<file path="src/rtl/cfgi2c_pkg.sv">
package cfgi2c_pkg;
  localparam int unsigned BYTE_W = 8;
  typedef enum logic [2:0] {
    PH_IDLE, PH_ADDR, PH_ADDR_ACK, PH_WR, PH_WR_ACK, PH_RD, PH_RD_ACK
  } ph_e;
endpackage

</file>
<file path="src/rtl/cfgi2c_sync.sv">
module cfgi2c_sync #(
  parameter int unsigned W = 2
) (
  input  logic         clk_i,
  input  logic         rst_ni,
  input  logic [W-1:0] d_i,
  output logic [W-1:0] q_o
);
  logic [W-1:0] meta_q;
  // bus idles high, so reset to ones
  always_ff @(posedge clk_i or negedge rst_ni) begin
    if (!rst_ni) begin
      meta_q <= '1;
      q_o    <= '1;
    end else begin
      meta_q <= d_i;
      q_o    <= meta_q;
    end
  end
endmodule

</file>
<file path="src/rtl/cfgi2c_linemon.sv">
module cfgi2c_linemon (
  input  logic clk_i,
  input  logic rst_ni,
  input  logic scl_s_i,
  input  logic sda_s_i,
  output logic scl_rise_o,
  output logic scl_fall_o,
  output logic start_o,
  output logic stop_o
);
  logic scl_d, sda_d;
  always_ff @(posedge clk_i or negedge rst_ni) begin
    if (!rst_ni) begin
      scl_d <= 1'b1;
      sda_d <= 1'b1;
    end else begin
      scl_d <= scl_s_i;
      sda_d <= sda_s_i;
    end
  end
  assign scl_rise_o = scl_s_i & ~scl_d;
  assign scl_fall_o = ~scl_s_i & scl_d;
  assign start_o    = scl_s_i & scl_d & sda_d & ~sda_s_i;
  assign stop_o     = scl_s_i & scl_d & ~sda_d & sda_s_i;
endmodule

</file>
<file path="src/rtl/cfgi2c_regs.sv">
module cfgi2c_regs #(
  parameter int unsigned NUM_REGS = 6,
  parameter int unsigned IDX_W    = $clog2(NUM_REGS + 1)
) (
  input  logic                  clk_i,
  input  logic                  rst_ni,
  input  logic                  we_i,
  input  logic [IDX_W-1:0]      widx_i,
  input  logic [7:0]            wdata_i,
  output logic [8*NUM_REGS-1:0] cfg_o
);
  for (genvar k = 0; k < NUM_REGS; k++) begin : g_reg
    localparam logic [7:0] RST_V = (k == 0) ? 8'h00 : 8'hFF;
    logic [7:0] r_q;
    always_ff @(posedge clk_i or negedge rst_ni) begin
      if (!rst_ni)                                 r_q <= RST_V;
      else if (we_i && widx_i == IDX_W'(k))        r_q <= wdata_i;
    end
    assign cfg_o[8*k +: 8] = r_q;
  end
endmodule

</file>
<file path="src/rtl/cfgi2c_ctrl.sv">
module cfgi2c_ctrl
  import cfgi2c_pkg::*;
#(
  parameter int unsigned NUM_REGS  = 6,
  parameter int unsigned HDR_BYTES = 2,
  parameter logic [6:0]  DEV_ADDR  = 7'h69,
  parameter int unsigned IDX_W     = $clog2(NUM_REGS + 1)
) (
  input  logic                  clk_i,
  input  logic                  rst_ni,
  input  logic                  sda_s_i,
  input  logic                  scl_rise_i,
  input  logic                  scl_fall_i,
  input  logic                  start_i,
  input  logic                  stop_i,
  input  logic [8*NUM_REGS-1:0] cfg_i,
  output logic                  we_o,
  output logic [IDX_W-1:0]      widx_o,
  output logic [7:0]            wdata_o,
  output logic                  pull_o
);
  localparam int unsigned RSEL_W = $clog2(NUM_REGS + 2);
  localparam int unsigned HC_W   = $clog2(HDR_BYTES + 1);
  localparam logic [7:0]  CNT_BYTE = 8'(NUM_REGS);

  ph_e               ph_q;
  logic [3:0]        cnt_q;
  logic [7:0]        sh_q;
  logic [IDX_W-1:0]  idx_q;
  logic [HC_W-1:0]   hdr_q;
  logic [RSEL_W-1:0] rsel_q;
  logic              rd_q, ack_q;
  logic [7:0]        nxt_byte;
  logic [7:0]        rx_byte;

  always_comb begin
    nxt_byte = 8'hFF;
    for (int k = 0; k < NUM_REGS; k++)
      if (rsel_q == RSEL_W'(k + 1)) nxt_byte = cfg_i[8*k +: 8];
  end
  assign rx_byte = {sh_q[6:0], sda_s_i};

  always_ff @(posedge clk_i or negedge rst_ni) begin
    if (!rst_ni) begin
      ph_q <= PH_IDLE; cnt_q <= '0; sh_q <= '0; idx_q <= '0; hdr_q <= '0;
      rsel_q <= '0; rd_q <= 1'b0; ack_q <= 1'b0; pull_o <= 1'b0;
      we_o <= 1'b0; widx_o <= '0; wdata_o <= '0;
    end else begin
      we_o <= 1'b0;
      if (start_i) begin
        ph_q <= PH_ADDR; cnt_q <= '0; idx_q <= '0; hdr_q <= '0; pull_o <= 1'b0;
      end else if (stop_i) begin
        ph_q <= PH_IDLE; pull_o <= 1'b0;
      end else begin
        unique case (ph_q)
          PH_ADDR, PH_WR: begin
            if (scl_rise_i && cnt_q != 4'd8) begin
              sh_q  <= rx_byte;
              cnt_q <= cnt_q + 4'd1;
              // commit only on the 8th sampled bit
              if (ph_q == PH_WR && cnt_q == 4'd7) begin
                if (hdr_q < HC_W'(HDR_BYTES)) begin
                  hdr_q <= hdr_q + 1'b1;
                end else if (idx_q < IDX_W'(NUM_REGS)) begin
                  we_o    <= 1'b1;
                  widx_o  <= idx_q;
                  wdata_o <= rx_byte;
                  idx_q   <= idx_q + 1'b1;
                end
              end
            end else if (scl_fall_i && cnt_q == 4'd8) begin
              if (ph_q == PH_WR) begin
                pull_o <= 1'b1;
                ph_q   <= PH_WR_ACK;
              end else if (sh_q[7:1] == DEV_ADDR) begin
                pull_o <= 1'b1;
                rd_q   <= sh_q[0];
                ph_q   <= PH_ADDR_ACK;
              end else begin
                ph_q <= PH_IDLE;
              end
            end
          end
          PH_ADDR_ACK: if (scl_fall_i) begin
            cnt_q <= '0;
            if (rd_q) begin
              sh_q   <= CNT_BYTE;
              pull_o <= ~CNT_BYTE[7];
              rsel_q <= RSEL_W'(1);
              ph_q   <= PH_RD;
            end else begin
              pull_o <= 1'b0;
              ph_q   <= PH_WR;
            end
          end
          PH_WR_ACK: if (scl_fall_i) begin
            pull_o <= 1'b0;
            cnt_q  <= '0;
            ph_q   <= PH_WR;
          end
          PH_RD: if (scl_fall_i) begin
            if (cnt_q == 4'd7) begin
              pull_o <= 1'b0;
              ph_q   <= PH_RD_ACK;
            end else begin
              sh_q   <= {sh_q[6:0], 1'b0};
              pull_o <= ~sh_q[6];
              cnt_q  <= cnt_q + 4'd1;
            end
          end
          PH_RD_ACK: begin
            if (scl_rise_i) ack_q <= ~sda_s_i;
            else if (scl_fall_i) begin
              if (ack_q) begin
                sh_q   <= nxt_byte;
                pull_o <= ~nxt_byte[7];
                cnt_q  <= '0;
                if (rsel_q != RSEL_W'(NUM_REGS + 1)) rsel_q <= rsel_q + 1'b1;
                ph_q   <= PH_RD;
              end else begin
                ph_q <= PH_IDLE;
              end
            end
          end
          default: ;
        endcase
      end
    end
  end
endmodule

</file>
<file path="src/rtl/i2c_cfg_slave.sv">
module i2c_cfg_slave #(
  parameter int unsigned NUM_REGS  = 6,
  parameter int unsigned HDR_BYTES = 2,
  parameter logic [6:0]  DEV_ADDR  = 7'h69
) (
  input  logic                  clk_i,
  input  logic                  rst_ni,
  input  logic                  scl_i,
  input  logic                  sda_i,
  output logic                  sda_pull_o,
  output logic [8*NUM_REGS-1:0] cfg_o
);
  localparam int unsigned IDX_W = $clog2(NUM_REGS + 1);

  logic [1:0]       sync_q;
  logic             scl_s, sda_s;
  logic             scl_rise, scl_fall, start_det, stop_det;
  logic             wr_en;
  logic [IDX_W-1:0] wr_idx;
  logic [7:0]       wr_data;

  cfgi2c_sync #(.W(2)) u_sync (
    .clk_i(clk_i), .rst_ni(rst_ni), .d_i({scl_i, sda_i}), .q_o(sync_q)
  );
  assign scl_s = sync_q[1];
  assign sda_s = sync_q[0];

  cfgi2c_linemon u_mon (
    .clk_i(clk_i), .rst_ni(rst_ni), .scl_s_i(scl_s), .sda_s_i(sda_s),
    .scl_rise_o(scl_rise), .scl_fall_o(scl_fall),
    .start_o(start_det), .stop_o(stop_det)
  );

  cfgi2c_ctrl #(
    .NUM_REGS(NUM_REGS), .HDR_BYTES(HDR_BYTES), .DEV_ADDR(DEV_ADDR), .IDX_W(IDX_W)
  ) u_ctrl (
    .clk_i(clk_i), .rst_ni(rst_ni), .sda_s_i(sda_s),
    .scl_rise_i(scl_rise), .scl_fall_i(scl_fall),
    .start_i(start_det), .stop_i(stop_det), .cfg_i(cfg_o),
    .we_o(wr_en), .widx_o(wr_idx), .wdata_o(wr_data), .pull_o(sda_pull_o)
  );

  cfgi2c_regs #(.NUM_REGS(NUM_REGS), .IDX_W(IDX_W)) u_regs (
    .clk_i(clk_i), .rst_ni(rst_ni), .we_i(wr_en), .widx_i(wr_idx),
    .wdata_i(wr_data), .cfg_o(cfg_o)
  );
endmodule

</file>
<file path="config.mk">
export PLATFORM = sky130hd
export DESIGN_NAME = i2c_cfg_slave
export DESIGN_NICKNAME = d
export VERILOG_FILES = /design/src/rtl/cfgi2c_pkg.sv /design/src/rtl/cfgi2c_sync.sv /design/src/rtl/cfgi2c_linemon.sv /design/src/rtl/cfgi2c_regs.sv /design/src/rtl/cfgi2c_ctrl.sv /design/src/rtl/i2c_cfg_slave.sv
export SDC_FILE = /design/constraint.sdc
export NUM_CORES = 1
export LEC_CHECK = 0
export BUFFER_PORTS_ARGS = -buffer_cell sky130_fd_sc_hd__buf_2
export CORE_ASPECT_RATIO = 1.75
export CORE_UTILIZATION = 63
export DETAILED_ROUTE_END_ITERATION = 12
export HOLD_SLACK_MARGIN = 0.02
export PLACE_DENSITY = 0.82
export SETUP_SLACK_MARGIN = 0.4
export SYNTH_ARGS = -nofsm -noshare
export SYNTH_HDL_FRONTEND = slang
export SYNTH_HIERARCHICAL = 1
export SYNTH_SLANG_ARGS = --single-unit
</file>
<file path="constraint.sdc">
create_clock -name clk_i -period 4.1 [get_ports clk_i]
set_input_delay 0.82 -clock clk_i [delete_from_list [all_inputs] [get_ports clk_i]]
set_output_delay 0.82 -clock clk_i [all_outputs]
set_load 0.02 [all_outputs]
</file>
# Yosys cells after proc, flatten, opt, wreduce, memory -nomap -nowiden
# Index checks and enable logic that the tools add are counted.
[classes]
n_addsub = 4
eq_ne = 50
n_reduce_logical = 31
bitwise = 18
n_mux = 82
order_cmp = 2
[op_table]
columns = ["op", "count"]
rows = [
  ["$mux 8", 14],
  ["$mux 3", 26],
  ["$mux 4", 9],
  ["$pmux 8 s4", 1],
  ["$ne 4x3->1 const B", 7],
  ["$reduce_and 9->1", 3],
  ["$eq 3x3->1 const B", 8],
  ["$mux 1", 21],
  ["$eq 3x2->1 const B", 6],
  ["$pmux 4 s4", 1],
  ["$pmux 3 s5", 1],
  ["$mux 2", 7],
  ["$ne 2x1->1 const B", 7],
  ["$reduce_and 7->1", 2],
  ["$ne 3x2->1 const B", 4],
  ["$ne 4x4->1 const B", 3],
  ["$reduce_bool 2->1", 6],
  ["$not 1->1", 11],
  ["$reduce_and 11->1", 1],
  ["$reduce_and 10->1", 1],
  ["$eq 3x1->1 const B", 3],
  ["$logic_and 1x1->1", 9],
  ["$ne 3x3->1 const B", 3],
  ["$ne 2x2->1 const B", 4],
  ["other kinds (21)", 29],
]
[word_totals]
register_bits = 92
input_bits = 4
word_cells = 209

# Depth between registers and ports, before layout
# Gate-level depths: netlist of the first run.
[logic_depth]
ltp_word = 14
depth_mapped = 9
depth_no_buf = 7

# Cells and area by module
# The synthesis of the first run kept the hierarchy.
[by_module_without_submodules]
columns = ["mod", "area_per_inst_um2", "n_inst", "cells_each"]
rows = [
  ["cfgi2c_ctrl", 2740.1, 1, 313],
  ["cfgi2c_regs", 1883.1, 1, 106],
  ["cfgi2c_sync", 105.1, 1, 4],
  ["cfgi2c_linemon", 85.1, 1, 6],
]

# Least setup slack after synthesis of the first run
# Ideal clock, no wire load.
[synth_timing]
path_type = "register to register"
from = "register u_sync.q_o[1]"
to = "register u_ctrl.wdata_o[0]"
path_buffers = 1
required_time_ns = 3.975
stages_incl_launch_ff = 8
path_slack_ns = 1.825
arrival_time_ns = 2.150
setup_time_ns = 0.125
period_less_slack_ns = 2.275
path_cell_list = "dfstp_2 -> nor2b_1 -> nand3b_1 -> nor4_2 -> nand3_1 -> nor2_1 -> buf_4 -> mux2_2"
[synth_between]
word_cells_on_any_way = 10
classes_between = "8 x bitwise; 2 x reduce/logical"
[synth_rtl]
columns = ["item", "line_no", "source"]
rows = [
  ["start: declaration", "cfgi2c_sync.sv:7", "output logic [W-1:0] q_o"],
  ["start signal: assignment", "cfgi2c_sync.sv:17", "q_o <= meta_q;"],
  ["$and 1x1->1", "cfgi2c_linemon.sv:21", "assign scl_rise_o = scl_s_i & ~scl_d;"],
  ["named net scl_rise", "i2c_cfg_slave.sv:17", "logic scl_rise, scl_fall, start_det, stop_det;"],
  ["$logic_and 1x1->1", "cfgi2c_ctrl.sv:57", "if (scl_rise_i && cnt_q != 4'd8) begin"],
  ["$reduce_and 7->1 (no source line)", "-", ""],
  ["end signal: assignment", "cfgi2c_ctrl.sv:67", "wdata_o <= rx_byte;"],
  ["end: declaration", "cfgi2c_ctrl.sv:19", "output logic [7:0] wdata_o,"],
]
# The timed path passes the listed nets, and every way through them passes these cells.
# A chain may end at the register's enable or synchronous reset.

# Worst setup path after layout of the first run
[layout_timing]
from = "register u_sync.q_o[1]"
to = "register u_ctrl.wdata_o[7]"
# Same word-level chain as after synthesis.

==> summary.md, run 1 <==
| Metric | Value |
|---|---|
| Status | finished clean |
| Crit-path cells | nor2b_1 > nand3b_1 > nor4_2 > nand3_1 > nor2_1 > mux2_2 |
| Core Region | 7280 um^2 |
| WL final | 11300 um |
| Reg-to-Reg End | u_ctrl/wdata_o[7] |
| Gr ovfl total | 0 |
| Worst min-delay path endpoint | u_sync/q_o[0] |
| Setup violations, final | 0 |
| Vias per inst | 6.45 |
| Top FF cell, synth | dfstp_2 |
| GP Congestion | 0.882 |
| CP Max Fanout | 12 |
| PnR worst setup slack | 1050 ps |
| Distinct cells, synth | 59 |
| Tcrit/Tclk final | 74.4% |
| Cells on worst reg2reg path | 6 |
| Number of top-level pins | 53 |
| Layout cell share with drive strength beyond 1 | 39.6% |
| Non-filler instance count after layout | 566 |
| Commonest non-fill, non-tap cell in the layout | mux2_2 |
| Asr flop ratio synth | 100% |
| DIE WIDTH | 68.1 um |
| Post-cts gate resize count | 0 |
| PD cells | 355 nW/um^2 |
| Slowest CP cell | nor2_1 |
| DR WL/cell | 19.9 um |
| Avg Inst Size Synth | 11.2 um^2 |
| Largest net degree at the start of global routing | 38 |
| Post-Place Cells | 550 |
| Hold_buf cts | 0 |
| Place WS | 1100 ps |
| Final setup TNS | 0 ps |
| Die Area | 8010 um^2 |
| Antenna violations before repair | 0 |
| Placement Rows | 41 |
| Post-synth EDFFs | 0 |
| Hold Vio Cnt, Final | 0 |
| Register Area | 2360 um^2 |
| Flop2flop setup slack | 1050 ps |
| Skew final | 9.67 ps |
| Mapped cell area | 4810 um^2 |
| Worst-margin pin slew | 1230 ps |
| CTS tree | done |
| VDD IR max | 0.000318 V |
| Clock root buffer master | clkbuf_16 |
| Min-delay src | u_sync/meta_q[0] |
| Fin nets | 488 |
| Number of port buffers | 52 |
| Leakage power | 2.44 nW |
| Most frequent cells in the layout | 61 x mux2_2, 51 x buf_2, 46 x dfrtp_1, 46 x dfstp_2, 37 x o21ai_0 |
| CTS buffer count | 9 |
| Clock Path Buffers | 2 |
| First-pass GRT wire length | 18700 um |
| Postcts setup bufs | 0 |
| Worst setup SP type | register |
| Layout fillers | 510 |
| Multi-input gate area | 2300 um^2 |
| Net Count, Synth | 442 |
| Clock transition at the registers of the reported paths | 60 ps |
| Pre-Repair DR Iteration Count | 5 |
| HP Class | reg -> reg |
| Final core occ | 74.3% |
| Post-synthesis sequential area ratio | 49.0% |
| DP HPWL | 7920 um |
| Initial Utilization | 66.1% |
| N_diodes | 0 |
| Layout overhead on the synthesized area | 12.4% |
| CP endpoint kind | register |
| Slew Viols, Final | 0 |
| Iteration-0 DRC Markers | 317 |
| Hold WS | 375 ps |
| CP arrival | 3270 ps |
| Post-Synthesis Cells | 429 |
| Crit Path Category | reg -> reg |
| WP data required | 4320 ps |
| Die Y | 118 um |
| RSZ-0062 raised after global routing | false |
| Worst Hold Depth | 0 |
| Max Clk Rate | 328 MHz |
| DRC violations left | 0 |
| Min cycle time layout | 3050 ps |
| Via count | 3648 |
| Synthesis Warnings | 6 |
| Slowest cell delay on critical path | 810 ps |
| Number of clock sinks | 92 |
| H-tree levels | 3 |
| Worst rel slew slack | 17.1% |
| Worst r2r src | u_sync/q_o[1] |
| Max-cap violation count | 0 |
| Gr usage total | 31.9% |
| Clk Latency, worst-skew pair | 350 ps |
| Synthesized flop and latch total | 92 |
| Vias in the first global route | 3651 |
| Number of routed nets with antenna violations | 0 |
logic make-up (layout without fill, tap and decap cells):
group           after synthesis  count (layout)  share of synthesized area [%]
compound gates              101             101                           13.8
xor+xnor                      3               3                          0.546
fa+ha+maj                     9               9                           2.34
buf+inv                      38              89                           3.35
flops                        92              92                           49.0
mux                          68              68                           16.0
simple gates                118             118                           14.9
report_power, final:
part | switching, mW | internal [mW] | leakage (nW)
Clock | 0.327 | 0.443 | 0.133
Sequential | 0.0526 | 0.950 | 1.11
Combinational | 0.0831 | 0.0639 | 1.20
final cells by class:
| type | count | share of cell area (%) |
|---|---|---|
| inverters | 14 | 0.971 |
| clock buffers | 14 | 4.88 |
| flip-flops and latches | 92 | 43.6 |
| clock inverters | 2 | 0.231 |
| well taps | 86 | 1.99 |
| repair buffers | 59 | 5.83 |
| multi-input cells | 299 | 42.5 |
metal layers:
metal  track usage (%)  share of wire [%]
met5                 0                  0
met4              16.1                4.2
met3              7.27                4.3
met2              51.8                 53
met1              38.0                 38
state kept, by name (all words and copies together) (netlist names):
name            flops
u_regs/g.r_q       48
u_ctrl/sh_q         8
u_ctrl/wdata_o      8
u_ctrl/cnt_q        4
u_ctrl/idx_q        3
u_ctrl/ph_q         3
u_ctrl/rsel_q       3
u_ctrl/widx_o       3
u_ctrl/hdr_q        2
u_sync/meta_q       2
u_sync/q_o          2
u_ctrl/ack_q        1
u_ctrl/pull_o       1
u_ctrl/rd_q         1
u_ctrl/we_o         1
u_mon/scl_d         1
u_mon/sda_d         1
Yosys cell counts (7+ instances only):
master    count  area, um^2
a21oi_1      16        80.1
clkbuf_1     15        56.3
dfrtp_1      46        1150
dfstp_2      46        1210
ha_1          9         113
inv_1        14        52.6
mux2_2       61         687
nand2_1      24        90.1
nand2b_1     13        81.3
nand3_1      10        50.1
nor2_1       13        48.8
nor2b_1      19         119
nor3b_1       7        52.6
o211ai_1     12        90.1
o21ai_0      37         185
worst max path at each step:
stage / start / to / slack (ps) / cells after the start
after floorplan: u_sync/q_o[1] / u_ctrl/wdata_o[0] / 1820 / 7
after global placement: u_sync/q_o[1] / u_ctrl/wdata_o[2] / 1170 / 6
after detailed placement: u_sync/q_o[1] / u_ctrl/widx_o[2] / 1100 / 6
after global routing: u_sync/q_o[1] / u_ctrl/wdata_o[7] / 820 / 6
after CTS: u_sync/q_o[1] / u_ctrl/wdata_o[7] / 1070 / 6
final: u_sync/q_o[1] / u_ctrl/wdata_o[7] / 1050 / 6
stage by stage:
step                area [um^2]  total power [mW]
floorplan                  4810              1.10
global placement           5130              1.15
CTS                        5410              1.94
detailed placement         5130              1.16
global route               5410              2.01
finish                     5410              1.92
critical path, delay by kind of cell, from the launching register on:
| kind | cells | cell delay [ps] |
|---|---|---|
| and+or+nand+nor | 5 | 1950 |
| DFF | 1 | 560 |
| muxes | 1 | 420 |
(Power assumes the default switching activity.)
==> inputs of run 2 (changes only) <==
ABC_AREA = 1   (was default)
CORE_UTILIZATION = 59   (was 63)
PLACE_DENSITY = 0.77   (was 0.82)
clock period = 3.2 ns   (was 4.1 ns; I/O delays follow)
==> run 2 against run 1 <==
Against the previous run:
- flip-flop and latch count unchanged
- routed wire length up 19%
- critical path type unchanged
- combinational power increased to 4.0 times the previous value
- largest power group unchanged
- sequential share of layout area fell by 1.5 points
- cell count is 46% higher
- non-clock buffer count down 6
- via count rose by 29%
- largest cell class unchanged
- clock power grew 27%
- synthesized cell count is 59% higher
- critical endpoint is now u_ctrl/sh_q[2]
==> summary.md, run 2 <==
| Metric | Value |
|---|---|
| Number of port buffers | 52 (unchanged) |
| Synthesis Warnings | 6 (unchanged) |
| CTS buffer count | 9 (unchanged) |
| Most frequent cells in the layout | 274 x nand2_1, 79 x nor2_1, 65 x nand3_1 |
| Postcts setup bufs | 0 (unchanged) |
| Synth area leader | dfstp_2 |
| Layout overhead on the synthesized area | 11.5% |
| Slew Viols, Final | 0 (unchanged) |
| H-tree levels | 3 (unchanged) |
| Worst-margin pin slew | 934 ps (-292 ps) |
| Max-cap violation count | 0 (unchanged) |
| Tcrit/Tclk final | 73.3% (-1.1 points) |
| Non-filler instance count after layout | 829 (+46%) |
| Setup violations, final | 0 (unchanged) |
| WL final | 13400 um (+19%) |
| CP arrival | 2620 ps (-650 ps) |
| RSZ-0062 raised after global routing | false |
| Hold_buf cts | 0 (unchanged) |
| Number of top-level pins | 53 (unchanged) |
| Distinct cells, synth | 36 (-39%) |
| PnR worst setup slack | 854 ps (-197 ps) |
| Placement Rows | 44 (+7.3%) |
| Clk Latency, worst-skew pair | 340 ps (about the same) |
| Met1 usage | 35.9% (-2.1 points) |
| Clock transition at the registers of the reported paths | 60 ps (about the same) |
| Status | finished clean |
| Largest net degree at the start of global routing | 77 (+100%) |
| CP endpoint kind | register |
| Gr ovfl total | 0 (unchanged) |
| Net Count, Synth | 696 (+57%) |
| Vias in the first global route | 4400 (+21%) |
| Synth top area share | 24.1% (-1.1 points) |
| Place WS | 921 ps (-177 ps) |
| Regs by FF count | u_regs/g.r_q (48), u_ctrl/sh_q (8), u_ctrl/wdata_o (8) |
| Synthesized flop and latch total | 92 (unchanged) |
| Mapped cell area | 5020 um^2 (+4.4%) |
| Avg Inst Size Synth | 7.36 um^2 (-34%) |
| Met3 Resource Use GR | 4.94% (-2.3 points) |
| Met2 Use GR | 56.2% (+4.4 points) |
| Final setup TNS | 0 ps (unchanged) |
| Asr flop ratio synth | 100% (unchanged) |
| Crit Path Category | reg -> reg |
| Via count | 4696 (+29%) |
| Antenna violations before repair | 0 (unchanged) |
| Max reg flops | 48 (unchanged) |
| Clock Path Buffers | 2 (unchanged) |
| N_diodes | 0 (unchanged) |
| Leakage power | 3.02 nW (+24%) |
| Pre-Repair DR Iteration Count | 5 (unchanged) |
| Hold Vio Cnt, Final | 0 (unchanged) |
| Die Area | 8900 um^2 (+11%) |
| Commonest non-fill, non-tap cell in the layout | nand2_1 |
| Worst rel slew slack | 37.7% (+21 points) |
| Gr usage total | 32.1% (+0.21 points) |
| Largest Register | u_regs/g.r_q |
| Top-count cell post-synth | nand2_1 |
| Skew final | 8.02 ps (-1.65 ps) |
| Max Clk Rate | 426 MHz (+30%) |
| DRC violations left | 0 (unchanged) |
| First-pass GRT wire length | 21500 um (+15%) |
| Core Region | 8260 um^2 (+13%) |
| GP Congestion | 1.09 (+23%) |
| VDD IR max | 0.000373 V (+17%) |
| WP data required | 3470 ps (-850 ps) |
| Post-Synthesis Cells | 683 (+59%) |
| Initial Utilization | 60.8% (-5.2 points) |
| Number of routed nets with antenna violations | 0 (unchanged) |
| Most crowded layer after global routing | met2 |
| Number of clock sinks | 92 (unchanged) |
| Vias per inst | 5.66 (-12%) |
| Commonest cells in the netlist | 274 x nand2_1, 79 x nor2_1, 65 x nand3_1 |
| Post-Place Cells | 813 (+48%) |
| DIE WIDTH | 71.8 um (+5.4%) |
| Fin nets | 745 (+53%) |
| CTS tree | done |
| Post-synthesis sequential area ratio | 47.0% (-2.1 points) |
| Layout fillers | 701 (+37%) |
| PD cells | 518 nW/um^2 (+46%) |
| Iteration-0 DRC Markers | 484 (+53%) |
| Die Y | 124 um (+5.5%) |
| Synth top area cells | dfstp_2 24%, dfrtp_1 23%, nand2_1 20% |
| Final core occ | 67.8% (-6.4 points) |
| Worst setup SP type | register |
| Top FF cell, synth | dfstp_2 |
| Min cycle time layout | 2350 ps (-703 ps) |
| Clock root buffer master | clkbuf_16 |
| DR WL/cell | 16.1 um (-19%) |
| HP Class | reg -> reg |
| Post-synth EDFFs | 0 (unchanged) |
| CP Max Fanout | 16 (+4) |
| DP HPWL | 9900 um (+25%) |
| Layout cell share with drive strength beyond 1 | 19.3% (-20 points) |
| Post-cts gate resize count | 0 (unchanged) |
run 2: changes by cell type after synthesis, sizes merged, moves of 8 or more:
cell	before	now
inv	14	66
nand2b	13	0
mux2	64	0
nor2b	20	0
o211ai	13	0
a21oi	16	8
nand2	24	283
o21ai	38	29
nand3	10	66
nor2	13	89
run 2: metal layers:
metal / vias to the layer above / routed length (um) / part of all wire (%)
met5: - / 0 / 0
met4: 0 / 784 / 5.9
met3: 50 / 650 / 4.9
met2: 208 / 6900 / 52
met1: 2207 / 5030 / 38
li1: 2231 / - / -
run 2: per-stage QoR:
| stage | power (mW) | cell area [um^2] | hold WS, ps |
|---|---|---|---|
| after floorplan | 1.78 | 5020 | 344 |
| after global placement | 1.91 | 5330 | 348 |
| after detailed placement | 1.93 | 5330 | 347 |
| after CTS | 2.91 | 5600 | 357 |
| after global routing | 3.05 | 5600 | 357 |
| final | 2.90 | 5600 | 356 |
run 2: report_power, final:
part / internal (mW) / switching, mW
registers: 1.26 / 0.0771
clock network: 0.530 / 0.450
logic: 0.194 / 0.388
run 2: worst max-delay path: stages, from the launching register on:
cell and delay, ps:
dfstp_2 570, inv_1 50, nand2_1 50, nor2_1 60, nor2_1 550, nand2_1 150
nor2_1 140, nand3_2 300, a21oi_1 260, nand2_1 80, nand2_1 70
run 2: cell type report:
class | count | area [um^2] | share of cell area, %
sequential | 92 | 2360 | 42.1
multi-input combinational | 509 | 2330 | 41.7
timing repair buffer | 53 | 270 | 4.82
inverter | 67 | 251 | 4.49
clock buffer | 11 | 233 | 4.15
tap | 92 | 115 | 2.05
clock inverter | 5 | 37.5 | 0.670
run 2: worst paths after layout:
kind | from | to | slack, ps | cells after the start
hold reg to reg | u_sync/meta_q[0] | u_sync/q_o[0] | 360 | 0
setup / recovery | u_sync/q_o[0] | u_ctrl/sh_q[2] | 850 | 10
setup reg to reg | u_sync/q_o[0] | u_ctrl/sh_q[2] | 850 | 10
hold / removal | u_sync/meta_q[0] | u_sync/q_o[0] | 360 | 0
min in group asynchronous | rst_ni | u_regs/g_reg[0].r_q[1] | 440 | 1
max in group asynchronous | rst_ni | u_regs/g_reg[5].r_q[2] | 1900 | 2
run 2: logic make-up after synthesis:
kind of cell | after synthesis | synth area share [%]
buffers and inverters | 82 | 6.55
adders and majority gates | 9 | 2.24
DFF | 92 | 47.0
xor gates and xnor gates | 1 | 0.174
and+or+nand+nor | 453 | 38.9
AOI/OAI and AO/OA | 46 | 5.16
==> inputs of run 3 (changes only) <==
ABC_AREA = 0   (was 1)
clock period = 2.4 ns   (was 3.2 ns; I/O delays follow)
==> run 3 against run 2 <==
Against the previous run:
- sequential power up 28%
- die area decreased by 4.1%
- register-to-register slack lost 540 ps
- flip-flop and latch count unchanged
- utilization is 8.8 points higher
- cell count decreased by 26%
- largest power group unchanged
==> summary.md, run 3 (same netlist as run 1, synthesis figures left out) <==
| Metric | Value |
|---|---|
| WP data required | 2620 ps (-850 ps) |
| Psw | 0.834 mW (-8.9%) |
| Gr ovfl total | 0 (unchanged) |
| PD cells | 568 nW/um^2 (+9.8%) |
| Antenna violations before repair | 0 (unchanged) |
| Fin nets | 531 (-29%) |
| Clk pwr share | 40.9% (+7.1 points) |
| DIE WIDTH | 70.3 um (-2.1%) |
| Worst setup SP type | register |
| Number of top-level pins | 53 (unchanged) |
| Hold Vio Cnt, Final | 0 (unchanged) |
| Placement Rows | 43 (-2.3%) |
| Largest Register | u_regs/g.r_q |
| Leakage power | 2.72 nW (-10%) |
| CP endpoint kind | register |
| Via count | 3780 (-20%) |
| Hold WS | 104 ps (-252 ps) |
| Vias per inst | 6.17 (+8.9%) |
| Skew final | 6.12 ps (-1.90 ps) |
| Crit Path Category | reg -> reg |
| First-pass GRT wire length | 19700 um (-8.3%) |
| DR WL/cell | 20.1 um (+25%) |
| CP Max Fanout | 12 (-4) |
| DRC violations left | 0 (unchanged) |
| Clock root buffer master | clkbuf_16 |
| Number of clock sinks | 92 (unchanged) |
| PnR worst setup slack | 309 ps (-545 ps) |
| Area after DPL | 5380 um^2 (+0.85%) |
| Core Region | 7910 um^2 (-4.2%) |
| RSZ-0062 raised after global routing | true |
| Number of port buffers | 52 (unchanged) |
| HP Class | in -> async |
| Most crowded layer after global routing | met2 |
| VDD IR max | 0.000425 V (+14%) |
| Worst rel slew slack | 59.9% (+22 points) |
| Iteration-0 DRC Markers | 182 (-62%) |
| Place WS | 110 ps (-811 ps) |
| Initial Utilization | 60.9% (about the same) |
| H-tree levels | 3 (unchanged) |
| DP HPWL | 8730 um (-12%) |
| N_diodes | 0 (unchanged) |
| Met1 usage | 32.1% (-3.8 points) |
| Layout cell share with drive strength beyond 1 | 50.7% (+31 points) |
| Pre-Repair DR Iteration Count | 5 (unchanged) |
| Max reg flops | 48 (unchanged) |
| Fin area | 6060 um^2 (+8.2%) |
| Vias in the first global route | 3865 (-12%) |
| Layout overhead on the synthesized area | 25.9% |
| Commonest non-fill, non-tap cell in the layout | mux2_2 |
| Tcrit/Tclk final | 87.1% (+14 points) |
| WL final | 12300 um (-7.6%) |
| Most frequent cells in the layout | 54 x mux2_2, 51 x buf_2, 46 x dfstp_2 |
| Met2 Use GR | 56.5% (+0.30 points) |
| Die Y | 121 um (-2.1%) |
| Max-cap violation count | 0 (unchanged) |
| Status | finished clean |
| Clock Path Buffers | 2 (unchanged) |
| GP Congestion | 0.927 (-15%) |
| Min cycle time layout | 2090 ps (-255 ps) |
| Pint | 2.61 mW (+31%) |
| Switching share of power | 24.2% (-7.3 points) |
| Hold_buf cts | 0 (unchanged) |
| Setup violations, final | 0 (unchanged) |
| Max Clk Rate | 478 MHz (+12%) |
| Flop2flop setup slack | 310 ps (-540 ps) |
| CTS buffer count | 9 (unchanged) |
| Clk Latency, worst-skew pair | 340 ps (about the same) |
| CP arrival | 2310 ps (-310 ps) |
| Met3 Resource Use GR | 4.49% (-0.45 points) |
| Largest net degree at the start of global routing | 40 (-48%) |
| Die Area | 8540 um^2 (-4.1%) |
| Slew Viols, Final | 0 (unchanged) |
| Gr usage total | 30.6% (-1.5 points) |
| Clock transition at the registers of the reported paths | 60 ps (about the same) |
| Regs by FF count | u_regs/g.r_q (48), u_ctrl/sh_q (8), u_ctrl/wdata_o (8) |
| Seq pwr share | 49.7% (+3.6 points) |
| Number of routed nets with antenna violations | 0 (unchanged) |
| CTS tree | done |
| Worst-margin pin slew | 598 ps (-336 ps) |
| Final setup TNS | 0 ps (unchanged) |
| Logic gate share of total power | 9.4% (-11 points) |
run 3: changes by cell type in the layout (fill, tap and decap cells not counted), sizes merged, moves of 8 or more:
cell | before | now
nand2 | 283 | 24
nor2 | 89 | 13
mux2 | 0 | 64
nand3 | 66 | 10
inv | 67 | 15
buf | 53 | 102
nor2b | 0 | 20
nand2b | 0 | 13
o211ai | 0 | 13
o21ai | 29 | 38
a21oi | 8 | 16
run 3: layer usage:
layer	part of all wire [%]	vias to the layer above
met3	3.4	35
met5	0	-
met2	57	99
met4	3.6	0
met1	36	1903
li1	-	1743
run 3: worst paths after layout:
kind                             startpoint                endpoint  cells after the start
max                             u_mon/sda_d       u_ctrl/wdata_o[0]                      7
min                                  rst_ni  u_regs/g_reg[0].r_q[2]                      1
max reg2reg                     u_mon/sda_d       u_ctrl/wdata_o[0]                      7
min reg2reg                u_sync/meta_q[1]           u_sync/q_o[1]                      0
max in group asynchronous            rst_ni             u_mon/sda_d                      2
min in group clk_i                    scl_i        u_sync/meta_q[1]                      1
run 3: metrics by stage:
step	util, %	total power [mW]	std cells
after floorplan	-	1.88	429
after global placement	68.0	1.99	575
after detailed placement	68.0	2.00	575
after CTS	74.1	3.44	604
after global routing	76.6	3.57	613
final	76.6	3.44	613
run 3: final cells by class:
type | instances | area [um^2]
inverters | 14 | 52.6
multi-input cells | 299 | 2540
clock buffers | 12 | 246
repair buffers | 102 | 694
fillers | 559 | 1850
flip-flops and latches | 92 | 2370
clock inverters | 4 | 48.8
well taps | 90 | 113
run 3: power by group through the flow:
stage	sequential [mW]	combinational (mW)	clock [mW]
floorplan	1.70	0.182	0
global placement	1.73	0.255	0
detailed placement	1.74	0.264	0
CTS	1.71	0.290	1.44
global route	1.72	0.361	1.49
finish	1.71	0.324	1.41
run 3: timing repair:
action,CTS,global route
pin swaps,7,8
buffers inserted,13,9
setup endpoints to repair,26,28
resized for setup,22,25
run 3: critical path, cell delays in order, from the launching register on:
cell,delay [ps]
dfstp_2,520
and4b_2,260
nand3b_1,210
nor4_4,230
nand3_2,150
nor2_4,120
buf_12,150
mux2_2,330
